$ cat config.mk
export PLATFORM = sky130hd
export DESIGN_NAME = sram_byte_ctrl
export DESIGN_NICKNAME = d
export VERILOG_FILES = /design/src/rtl/sram_ctrl_pkg.sv /design/src/rtl/sram_cycle_timer.sv /design/src/rtl/sram_lane_datapath.sv /design/src/rtl/sram_seq_fsm.sv /design/src/rtl/sram_byte_ctrl.sv
export SDC_FILE = /design/constraint.sdc
export NUM_CORES = 1
export LEC_CHECK = 0
export BUFFER_PORTS_ARGS = -buffer_cell sky130_fd_sc_hd__buf_2
export CAP_MARGIN = 20
export CORE_ASPECT_RATIO = 1.4
export CORE_MARGIN = 2
export CORE_UTILIZATION = 50
export DETAILED_ROUTE_END_ITERATION = 12
export GPL_ROUTABILITY_DRIVEN = 1
export PLACE_DENSITY = 0.92
export SLEW_MARGIN = 20
export SYNTH_ARGS = -nofsm -noshare
export SYNTH_HDL_FRONTEND = slang
export SYNTH_SLANG_ARGS = --single-unit
$ cat constraint.sdc
create_clock -name clk -period 3.8 [get_ports clk]
set_input_delay 0.38 -clock clk [delete_from_list [all_inputs] [get_ports clk]]
set_output_delay 0.38 -clock clk [all_outputs]
set_load 0.03 [all_outputs]
$ cat src/rtl/sram_ctrl_pkg.sv
// Shared types and elaboration-time helpers for the byte-lane static
// memory controller. Assumes all durations are given in picoseconds.
package sram_ctrl_pkg;

    typedef enum logic [1:0] {
        ST_IDLE    = 2'd0,
        ST_WRITE   = 2'd1,
        ST_RECOVER = 2'd2,
        ST_READ    = 2'd3
    } seq_state_t;

    // Round a duration up to whole clock cycles, never below one.
    function automatic int unsigned ps_to_cycles(input int unsigned dur_ps,
                                                 input int unsigned period_ps);
        int unsigned c;
        c = (dur_ps + period_ps - 1) / period_ps;
        if (c < 1) c = 1;
        return c;
    endfunction

    function automatic int unsigned max_u(input int unsigned a, input int unsigned b);
        return (a > b) ? a : b;
    endfunction

endpackage

$ cat src/rtl/sram_cycle_timer.sv
// Down-counter that times one memory access phase.
// Assumes load_val is the phase length minus one; expired is high in the
// last cycle of the phase.
module sram_cycle_timer #(
    parameter int CNT_W = 2
) (
    input  logic             clk,
    input  logic             rst_n,
    input  logic             load,
    input  logic [CNT_W-1:0] load_val,
    output logic             expired
);

    logic [CNT_W-1:0] cnt_q;

    // Load on a new access, otherwise count down to zero and hold.
    always_ff @(posedge clk) begin
        if (!rst_n) begin
            cnt_q <= '0;
        end else if (load) begin
            cnt_q <= load_val;
        end else if (cnt_q != '0) begin
            cnt_q <= cnt_q - 1'b1;
        end
    end

    assign expired = (cnt_q == '0);

endmodule

$ cat src/rtl/sram_lane_datapath.sv
// Holds the address, write word and lane strobes of the access in flight.
// Captures the read word with unselected lanes forced to zero.
// Assumes load and capture come from the sequencer and never coincide.
module sram_lane_datapath #(
    parameter int ADDR_W = 18,
    parameter int DATA_W = 16,
    parameter int LANES  = 2
) (
    input  logic              clk,
    input  logic              rst_n,
    input  logic              load,
    input  logic              capture,
    input  logic [ADDR_W-1:0] host_addr,
    input  logic [DATA_W-1:0] host_wdata,
    input  logic [LANES-1:0]  host_lanes,
    input  logic [DATA_W-1:0] mem_dq_in,
    output logic [ADDR_W-1:0] mem_addr,
    output logic [DATA_W-1:0] mem_dq_out,
    output logic [DATA_W-1:0] rdata
);

    localparam int LANE_W = DATA_W / LANES;

    logic [ADDR_W-1:0] addr_q;
    logic [DATA_W-1:0] wdata_q;
    logic [LANES-1:0]  lanes_q;

    // Latch the request fields when the sequencer accepts it.
    always_ff @(posedge clk) begin
        if (!rst_n) begin
            addr_q  <= '0;
            wdata_q <= '0;
            lanes_q <= '0;
        end else if (load) begin
            addr_q  <= host_addr;
            wdata_q <= host_wdata;
            lanes_q <= host_lanes;
        end
    end

    // One capture register slice per byte lane.
    for (genvar g = 0; g < LANES; g++) begin : g_lane
        always_ff @(posedge clk) begin
            if (!rst_n) begin
                rdata[g*LANE_W +: LANE_W] <= '0;
            end else if (capture) begin
                rdata[g*LANE_W +: LANE_W] <= lanes_q[g] ? mem_dq_in[g*LANE_W +: LANE_W]
                                                        : '0;
            end
        end
    end

    assign mem_addr   = addr_q;
    assign mem_dq_out = wdata_q;

endmodule

$ cat src/rtl/sram_seq_fsm.sv
// Access sequencer. Drives the registered memory control pins and paces
// each phase with the cycle timer. Assumes the timer's expired flag reflects
// the count loaded on the accepting edge.
module sram_seq_fsm
    import sram_ctrl_pkg::*;
#(
    parameter int unsigned WR_LOW = 1,
    parameter int unsigned RD_LOW = 1,
    parameter int          LANES  = 2,
    parameter int          CNT_W  = 1
) (
    input  logic             clk,
    input  logic             rst_n,
    input  logic             req,
    input  logic             wr,
    input  logic [LANES-1:0] lane_sel,
    input  logic             tmr_expired,
    output logic             tmr_load,
    output logic [CNT_W-1:0] tmr_val,
    output logic             capture,
    output logic             mem_ce_n,
    output logic             mem_we_n,
    output logic             mem_oe_n,
    output logic [LANES-1:0] mem_be_n,
    output logic             mem_dq_oe,
    output logic             done
);

    seq_state_t state_q;
    logic       accept;
    logic       no_lane;

    assign no_lane  = (lane_sel == '0);
    assign accept   = (state_q == ST_IDLE) && req && !no_lane;
    assign tmr_load = accept;
    assign tmr_val  = wr ? CNT_W'(WR_LOW - 1) : CNT_W'(RD_LOW - 1);
    assign capture  = (state_q == ST_READ) && tmr_expired;

    // State and registered pin drive for each phase of an access.
    always_ff @(posedge clk) begin
        if (!rst_n) begin
            state_q   <= ST_IDLE;
            mem_ce_n  <= 1'b1;
            mem_we_n  <= 1'b1;
            mem_oe_n  <= 1'b1;
            mem_be_n  <= '1;
            mem_dq_oe <= 1'b0;
            done      <= 1'b0;
        end else begin
            done <= 1'b0;
            unique case (state_q)
                ST_IDLE: begin
                    if (req && no_lane) begin
                        done <= 1'b1;
                    end else if (accept && wr) begin
                        state_q   <= ST_WRITE;
                        mem_ce_n  <= 1'b0;
                        mem_we_n  <= 1'b0;
                        mem_be_n  <= ~lane_sel;
                        mem_dq_oe <= 1'b1;
                    end else if (accept) begin
                        state_q  <= ST_READ;
                        mem_ce_n <= 1'b0;
                        mem_oe_n <= 1'b0;
                        mem_be_n <= ~lane_sel;
                    end
                end
                ST_WRITE: begin
                    if (tmr_expired) begin
                        state_q   <= ST_RECOVER;
                        mem_ce_n  <= 1'b1;
                        mem_we_n  <= 1'b1;
                        mem_be_n  <= '1;
                        mem_dq_oe <= 1'b0;
                    end
                end
                ST_RECOVER: begin
                    state_q <= ST_IDLE;
                    done    <= 1'b1;
                end
                ST_READ: begin
                    if (tmr_expired) begin
                        state_q  <= ST_IDLE;
                        mem_ce_n <= 1'b1;
                        mem_oe_n <= 1'b1;
                        mem_be_n <= '1;
                        done     <= 1'b1;
                    end
                end
                default: state_q <= ST_IDLE;
            endcase
        end
    end

    // Length of the current write-enable low run, for the pulse check.
    int unsigned we_low_run;
    always_ff @(posedge clk) begin
        if (!rst_n)         we_low_run <= 0;
        else if (!mem_we_n) we_low_run <= we_low_run + 1;
        else                we_low_run <= 0;
    end

    assert_idle_standby_R1: assert property (@(posedge clk) disable iff (!rst_n)
        (state_q == ST_IDLE) |-> (mem_ce_n && mem_we_n && mem_oe_n && !mem_dq_oe));

    assert_we_pulse_len_R3: assert property (@(posedge clk) disable iff (!rst_n)
        $rose(mem_we_n) |-> (we_low_run == WR_LOW));

    assert_oe_high_in_write_R5: assert property (@(posedge clk) disable iff (!rst_n)
        !mem_we_n |-> mem_oe_n);

    assert_no_drive_on_read_R8: assert property (@(posedge clk) disable iff (!rst_n)
        mem_dq_oe |-> mem_oe_n);

    assert_turnaround_gap_R8: assert property (@(posedge clk) disable iff (!rst_n)
        $fell(mem_oe_n) |-> !$past(mem_dq_oe));

    assert_done_single_R10: assert property (@(posedge clk) disable iff (!rst_n)
        done |=> !done);

endmodule

$ cat src/rtl/sram_byte_ctrl.sv
// Top of the byte-lane asynchronous static memory controller. Turns
// single-cycle host requests into cycle-counted memory read and write
// sequences. Assumes the pad ring combines mem_dq_out and mem_dq_oe into a
// tristate bus and returns the pin value on mem_dq_in.
module sram_byte_ctrl
    import sram_ctrl_pkg::*;
#(
    parameter int          ADDR_W          = 18,
    parameter int          DATA_W          = 16,
    parameter int unsigned CLK_PERIOD_PS   = 20000,
    parameter int unsigned T_WR_PULSE_PS   = 12000,
    parameter int unsigned T_WR_SETUP_PS   = 8000,
    parameter int unsigned T_WR_CYCLE_PS   = 15000,
    parameter int unsigned T_RD_ACCESS_PS  = 15000,
    parameter int unsigned T_OE_TO_DATA_PS = 7000,
    parameter int unsigned T_BE_TO_DATA_PS = 7000
) (
    input  logic                clk,
    input  logic                rst_n,
    input  logic                req,
    input  logic                wr,
    input  logic [ADDR_W-1:0]   addr,
    input  logic [DATA_W-1:0]   wdata,
    input  logic [DATA_W/8-1:0] lane_sel,
    output logic [DATA_W-1:0]   rdata,
    output logic                done,
    output logic                mem_ce_n,
    output logic                mem_we_n,
    output logic                mem_oe_n,
    output logic [DATA_W/8-1:0] mem_be_n,
    output logic [ADDR_W-1:0]   mem_addr,
    output logic [DATA_W-1:0]   mem_dq_out,
    output logic                mem_dq_oe,
    input  logic [DATA_W-1:0]   mem_dq_in
);

    localparam int          LANES      = DATA_W / 8;
    localparam int unsigned WR_CYC_ALL = ps_to_cycles(T_WR_CYCLE_PS, CLK_PERIOD_PS);
    localparam int unsigned WR_LOW     = max_u(max_u(ps_to_cycles(T_WR_PULSE_PS, CLK_PERIOD_PS),
                                                     ps_to_cycles(T_WR_SETUP_PS, CLK_PERIOD_PS)),
                                               (WR_CYC_ALL > 1) ? WR_CYC_ALL - 1 : 1);
    localparam int unsigned RD_LOW     = max_u(ps_to_cycles(T_RD_ACCESS_PS, CLK_PERIOD_PS),
                                               max_u(ps_to_cycles(T_OE_TO_DATA_PS, CLK_PERIOD_PS),
                                                     ps_to_cycles(T_BE_TO_DATA_PS, CLK_PERIOD_PS)));
    localparam int          CNT_W      = $clog2(max_u(WR_LOW, RD_LOW) + 1);

    logic             tmr_load;
    logic [CNT_W-1:0] tmr_val;
    logic             tmr_expired;
    logic             capture;

    sram_seq_fsm #(
        .WR_LOW (WR_LOW),
        .RD_LOW (RD_LOW),
        .LANES  (LANES),
        .CNT_W  (CNT_W)
    ) u_fsm (
        .clk         (clk),
        .rst_n       (rst_n),
        .req         (req),
        .wr          (wr),
        .lane_sel    (lane_sel),
        .tmr_expired (tmr_expired),
        .tmr_load    (tmr_load),
        .tmr_val     (tmr_val),
        .capture     (capture),
        .mem_ce_n    (mem_ce_n),
        .mem_we_n    (mem_we_n),
        .mem_oe_n    (mem_oe_n),
        .mem_be_n    (mem_be_n),
        .mem_dq_oe   (mem_dq_oe),
        .done        (done)
    );

    sram_cycle_timer #(
        .CNT_W (CNT_W)
    ) u_timer (
        .clk      (clk),
        .rst_n    (rst_n),
        .load     (tmr_load),
        .load_val (tmr_val),
        .expired  (tmr_expired)
    );

    sram_lane_datapath #(
        .ADDR_W (ADDR_W),
        .DATA_W (DATA_W),
        .LANES  (LANES)
    ) u_dp (
        .clk        (clk),
        .rst_n      (rst_n),
        .load       (tmr_load),
        .capture    (capture),
        .host_addr  (addr),
        .host_wdata (wdata),
        .host_lanes (lane_sel),
        .mem_dq_in  (mem_dq_in),
        .mem_addr   (mem_addr),
        .mem_dq_out (mem_dq_out),
        .rdata      (rdata)
    );

    assert_addr_stable_R2: assert property (@(posedge clk) disable iff (!rst_n)
        (!mem_ce_n && $past(!mem_ce_n)) |-> $stable(mem_addr));

    assert_lanes_stable_R4: assert property (@(posedge clk) disable iff (!rst_n)
        (!mem_ce_n && $past(!mem_ce_n)) |-> $stable(mem_be_n));

endmodule

==> results of run 1 <==
[routing by layer]
layer	track usage [%]	vias to the layer above	wire length [um]	part of all wire, %
met1	22.1	994	2250	41
li1	-	1104	-	-
met2	37.3	70	2870	52
met5	0	-	0	0
met4	10.5	0	98	1.8
met3	4.53	8	290	5.3
[stage by stage]
stage               instance area (sq um)  total power, W  std cells
global route                         3230         0.00168        442
finish                               3230         0.00161        442
detailed placement                   3000        0.000965        426
floorplan                            2480        0.000901        269
global placement                     3000        0.000957        426
CTS                                  3230         0.00162        442
[report_power, final]
group | internal (W) | switching, W | leakage (nW) | total, W
logic | 0.0000883 | 0.000146 | 0.896 | 0.000235
registers | 0.000688 | 0.0000272 | 0.506 | 0.000715
clock network | 0.000423 | 0.000240 | 0.120 | 0.000663
[worst min-delay path by stage]
stage | startpoint | end | depth (start not counted)
after floorplan | addr[15] | u_dp.mem_addr[15] | 2
after global placement | u_dp.rdata[4] | u_dp.rdata[4] | 2
after detailed placement | u_dp.rdata[4] | u_dp.rdata[4] | 2
after CTS | wdata[6] | u_dp.mem_dq_out[6] | 3
after global routing | addr[10] | u_dp.mem_addr[10] | 3
final | wdata[6] | u_dp.mem_dq_out[6] | 3
[cells in the mapped netlist (2+ instances only)]
cell,instances
nor4bb_1,2
a21boi_1,4
a21boi_0,13
nand2_1,89
dfxtp_1,62
clkbuf_1,13
nand3b_1,2
nand2b_1,2
buf_2,3
o21ai_0,5
nand3_1,18
mux2i_1,34
nor3_1,2
buf_12,3
[final cells by class]
class	instances	area share, %
sequential	62	38.4
multi-input combinational	185	34.0
timing repair buffer	114	17.8
clock buffer	13	5.23
tap	64	2.48
clock inverter	3	2.01
inverter	1	0.116
[kinds of logic (layout without fill, tap and decap cells)]
group / Yosys count / in the layout / synth area share, %
multiplexers: 34 / 34 / 13.7
other: 1 / 1 / 0.151
flip-flops: 62 / 62 / 50.0
AO/OA/AOI/OAI: 27 / 27 / 7.96
buffers and inverters: 22 / 131 / 5.80
AND/OR/NAND/NOR: 123 / 123 / 22.4
[state kept, by name, indices dropped and copies added (netlist names)]
signal / cells
u_fsm.done: 1
u_fsm.mem_oe_n: 1
u_dp.rdata: 16
u_fsm.mem_ce_n: 1
u_dp.lanes_q: 2
u_dp.mem_addr: 18
u_timer.cnt_q: 1
u_fsm.mem_be_n: 2
u_fsm.mem_we_n: 1
u_fsm.state_q: 2
u_dp.mem_dq_out: 16
u_fsm.mem_dq_oe: 1
[critical path, delay by kind of cell (launching register included)]
| kind | cells | cell delay [ps] |
|---|---|---|
| mux | 1 | 280 |
| flops | 1 | 400 |
| simple gates | 2 | 1040 |
==> summary.md, run 1 <==
| Metric | Value |
|---|---|
| CP max-delay cell | nor2_8 |
| Die area | 5550 sq um |
| Setup crit end | u_dp.mem_dq_out[0] |
| Largest net degree at the start of global routing | 69 |
| Min cycle time layout | 1820 ps |
| Primary FF master, synth | dfxtp_1 |
| Critical path arrival | 2060 ps |
| Multi-input combinational cell area | 1100 sq um |
| Area of the mapped netlist | 2480 sq um |
| CP required | 4050 ps |
| Routed via count | 2176 |
| Total CTS buffers | 9 |
| Max Fanout on Critical Path | 35 |
| DR iter-0 viols | 86 |
| RR Startpoint | u_fsm.state_q[1] |
| Synthesized flop and latch total | 62 |
| Worst slew margin | 31.1% |
| Vias in the first global route | 2091 |
| Worst-skew pair later-pin latency | 320 ps |
| CTS tree | yes |
| Worst hold slack | 291 ps |
| Share of cells above drive strength 1 | 35.2% |
| CP endpoint kind | flop |
| Final wirelength | 5.51 mm |
| Clk slew on worst S/H paths | 70 ps |
| Pre-antenna DRT Iters | 6 |
| Initial antenna violation count | 0 |
| RSZ-0062 raised after global routing | false |
| Worst path cell trace | or3b_4 > nor2_8 > mux2i_1 |
| Critical path type | flop to flop |
| Syn Inst Count | 269 |
| Critical Path Start | u_fsm.state_q[1] |
| Setup bufs post-CTS | 0 |
| First-pass GRT wire length | 8.88 mm |
| GRT Total Usage | 20.5% |
| Max-Cap Viols | 0 |
| Slew @ Worst Pin | 1030 ps |
| # DRC | 0 |
| GRT overflow | 0 |
| Leading cell type in the layout, fill and taps excluded | buf_2 |
| IO Count | 113 |
| Cts hold-fix bufs | 0 |
| Status | finished, final reports clean |
| Seq/Total Area, Yosys | 50.0% |
| Post-synth EDFFs | 0 |
| Yosys top cell area share | 50.0% |
| Fin. Hold Viols | 0 |
| GP Congestion | 0.771 |
| Ys Warns | 0 |
| Setup violations, final | 0 |
| Setup WS pre-CTS | 1910 ps |
| # clock sinks | 62 |
| Final worst slack | 1980 ps |
| Synthesized area per cell | 9.23 sq um |
| Synth-to-layout area growth | 30.2% |
| Synthesized Nets | 325 |
| Sequential cell area | 1240 sq um |
| Synth area leaders | dfxtp_1, mux2i_1, nand2_1 |
| Leakage power | 1.52 nW |
| Diode count | 0 |
| Async SR Flop Fraction | 0% |
| H-tree depth | 3 |
| Die Y | 87.4 um |
| Fin util | 67.3% |
| Max-slew violation count | 0 |
| PostCTS Resize Cnt | 0 |
| Yosys cell types | 31 |
| Dpl hpwl | 3.96 mm |
| Die Span X | 63.6 um |
| ANT nets after route | 0 |
| # nets final | 429 |
| Vias per inst | 4.92 |
| Average wire per standard cell | 12.5 um |
| R2r setup slk | 1980 ps |
| Slowest stage delay, CP | 560 ps |
| Number of core rows | 30 |
| Most frequent cells in the layout | buf_2, nand2_1, dfxtp_1 |
| Fmax | 550 MHz |
| Worst R2R Path Depth | 3 |
| RR Endpoint | u_dp.mem_dq_out[0] |
| Clock buffer depth | 2 |
| Filler cell count | 398 |
| Initial Util | 51.7% |
| CTS root buf | clkbuf_8 |
| Core Region | 4800 sq um |
| Setup TNS | 0 ps |
| Tcrit/Tclk final | 47.8% |
| Clk_skew | 8.62 ps |
| Port bufs | 112 |
| HP Class | input pin to flop |
| VDD IR max | 0.378 mV |
| Type of origin of the critical path | flop |
| Area leader, netlist | dfxtp_1 |
| Power per cell area | 499 nW/um^2 |
Power figures use the tool's default switching activity.
==> run 2, diff against run 1 <==
- ABC_AREA: not set -> 1
- CORE_UTILIZATION: 50 -> 41
- PLACE_DENSITY: 0.92 -> 0.84
- clock period: 3.8 -> 1.5 ns (I/O delays scaled with it)
==> run 2 against run 1 <==
Net effect:
- maximum frequency up 39%
- total power rose to 2.7 times the previous value
- register-to-register slack worse by 1800 ps
- highest routed layer unchanged
- largest power group unchanged
- largest cell class unchanged
- die area up 12%
==> summary.md, run 2 <==
| Metric | Value |
|---|---|
| Status | finished, final reports clean |
| Max Fanout on Critical Path | 36 |
| CTS root buf | clkbuf_8 |
| Area leader, netlist | dfxtp_1 |
| Leading cell type in the layout, fill and taps excluded | buf_2 |
| Synth-to-layout area growth | 33.8% |
| Setup TNS | 0 ps |
| GP Congestion | 0.842 |
| Primary FF master, synth | dfxtp_1 |
| Ys Warns | 0 |
| Critical path type | flop to flop |
| Seq pwr share | 43.8% |
| Synthesized area per cell | 7.97 sq um |
| Largest net degree at the start of global routing | 37 |
| Diode count | 0 |
| # DRC | 0 |
| Slowest stage delay, CP | 390 ps |
| GRT Total Usage | 18.0% |
| Critical path arrival | 1570 ps |
| Final wirelength | 5.51 mm |
| Yosys cell types | 19 |
| Clk_skew | 8.69 ps |
| Fin. Hold Viols | 0 |
| Synthesized Nets | 343 |
| Dpl hpwl | 3.97 mm |
| Fmax | 766 MHz |
| Most common cell in the netlist | nand2_1 |
| CTS tree | yes |
| Number of core rows | 32 |
| Initial Util | 42.0% |
| IO Count | 113 |
| CP max-delay cell | dfxtp_1 |
| Max-Cap Viols | 0 |
| Core Region | 5450 sq um |
| Synth area leaders | dfxtp_1, nand2_1, a21oi_1 |
| Cts hold-fix bufs | 0 |
| Vias in the first global route | 1948 |
| Worst path cell trace | nor2_4 > nand3_4 > inv_4 > nand2_1 > a21oi_1 |
| Initial antenna violation count | 0 |
| Clock buffer depth | 2 |
| Max FFs per register | 18 |
| Net switching power | 0.00143 W |
| Seq/Total Area, Yosys | 54.3% |
| Setup violations, final | 0 |
| # nets final | 454 |
| RSZ-0062 raised after global routing | false |
| Vias per inst | 4.80 |
| Post-synth EDFFs | 0 |
| Max-slew violation count | 0 |
| Die Y | 92.4 um |
| Most frequent cells in the layout | buf_2, nand2_1, dfxtp_1 |
| CP endpoint kind | flop |
| Gate power share | 22.7% |
| Tcrit/Tclk final | 87.1% |
| Dpl cells | 455 |
| Worst-skew pair later-pin latency | 340 ps |
| Die Span X | 67.1 um |
| Leakage power | 1.43 nW |
| Crit path max-delay family | simple AND/OR/NAND/NOR gates |
| Type of origin of the critical path | flop |
| CP bufs+invs | 1 |
| Clk network pwr share | 33.5% |
| HP Class | input pin to flop |
| Async SR Flop Fraction | 0% |
| Top cells by count, synth | nand2_1, dfxtp_1, a21oi_1 |
| Internal power | 0.00293 W |
| Share of cells above drive strength 1 | 34.5% |
| # clock sinks | 62 |
| Average wire per standard cell | 11.7 um |
| Clk slew on worst S/H paths | 70 ps |
| VDD IR max | 0.954 mV |
| Setup bufs post-CTS | 0 |
| Die area | 6200 sq um |
| DR iter-0 viols | 100 |
| Yosys top cell area share | 54.3% |
| PostCTS Resize Cnt | 0 |
| Area of the mapped netlist | 2290 sq um |
| Pre-antenna DRT Iters | 4 |
| Net Sw Frac | 32.8% |
| Syn Inst Count | 287 |
| Total CTS buffers | 9 |
| Min cycle time layout | 1310 ps |
| CP required | 1770 ps |
| ANT nets after route | 0 |
| Synthesized flop and latch total | 62 |
| Port bufs | 112 |
| Power per cell area | 1420 nW/um^2 |
| Routed via count | 2259 |
| GRT overflow | 0 |
| First-pass GRT wire length | 8.47 mm |
| Finished Layout Cells | 471 |
| H-tree depth | 3 |
-- run 2: cell types whose count changed in the layout (fill, tap and decap cells not counted), moves of 5 or more --
cell,before,now
a21oi_1,0,55
mux2i_1,34,0
nand2_1,89,107
a21boi_0,13,0
inv_1,1,6
nand3_1,18,23
-- run 2: worst register-to-register path, cell delays in order, from the launching register on --
cell and delay [ps]:
dfxtp_1 390, nor2_4 200, nand3_4 120, inv_4 280, nand2_1 110, a21oi_1 130
-- run 2: per-layer routing --
layer	wire length (um)	track usage [%]
met5	0	0
met4	73	7.65
met3	448	6.32
met2	2760	30.7
met1	2230	19.6
-- run 2: worst paths after layout --
path                    startpoint                  to  slack (ps)  cells past startpoint
hold / removal            wdata[3]  u_dp.mem_dq_out[3]          50                      3
hold reg to reg     u_fsm.mem_we_n      u_fsm.mem_we_n         450                      2
setup reg to reg  u_fsm.state_q[1]    u_dp.mem_addr[5]         190                      5
setup / recovery  u_fsm.state_q[1]    u_dp.mem_addr[5]         190                      5
-- run 2: cells by family after synthesis --
logic type	count (synthesis)	synth area share, %
and+or+nand+nor	138	25.5
DFF	62	54.3
AOI/OAI and AO/OA	59	13.2
buffers and inverters	27	6.78
other	1	0.164
-- run 2: cell type report --
class | instances | area [sq um]
Tap cell | 68 | 85.1
Multi-Input combinational cell | 198 | 891
Clock inverter | 5 | 58.8
Fill cell | 530 | 2390
Clock buffer | 11 | 141
Timing Repair Buffer | 118 | 606
Sequential cell | 62 | 1240
Inverter | 9 | 36.3
-- run 2: through the flow --
step / worst slack [ps] / hold slack, ps / total power [W] / utilization (%) / area (sq um)
floorplan: 313 / 293 / 0.00268 / - / 2290
global placement: 256 / 401 / 0.00292 / 52.5 / 2860
detailed placement: 192 / 404 / 0.00294 / 52.5 / 2860
CTS: 174 / 39.0 / 0.00441 / 56.2 / 3060
global route: 26.4 / 45.6 / 0.00459 / 56.2 / 3060
finish: 194 / 50.8 / 0.00436 / 56.2 / 3060
-- run 2: power by group through the flow --
stage	clock [W]	combinational [W]	sequential, W
after floorplan	0	0.000482	0.00219
after global placement	0	0.000981	0.00194
after detailed placement	0	0.00100	0.00194
after CTS	0.00150	0.00100	0.00191
after global routing	0.00158	0.00109	0.00193
final	0.00146	0.000991	0.00191
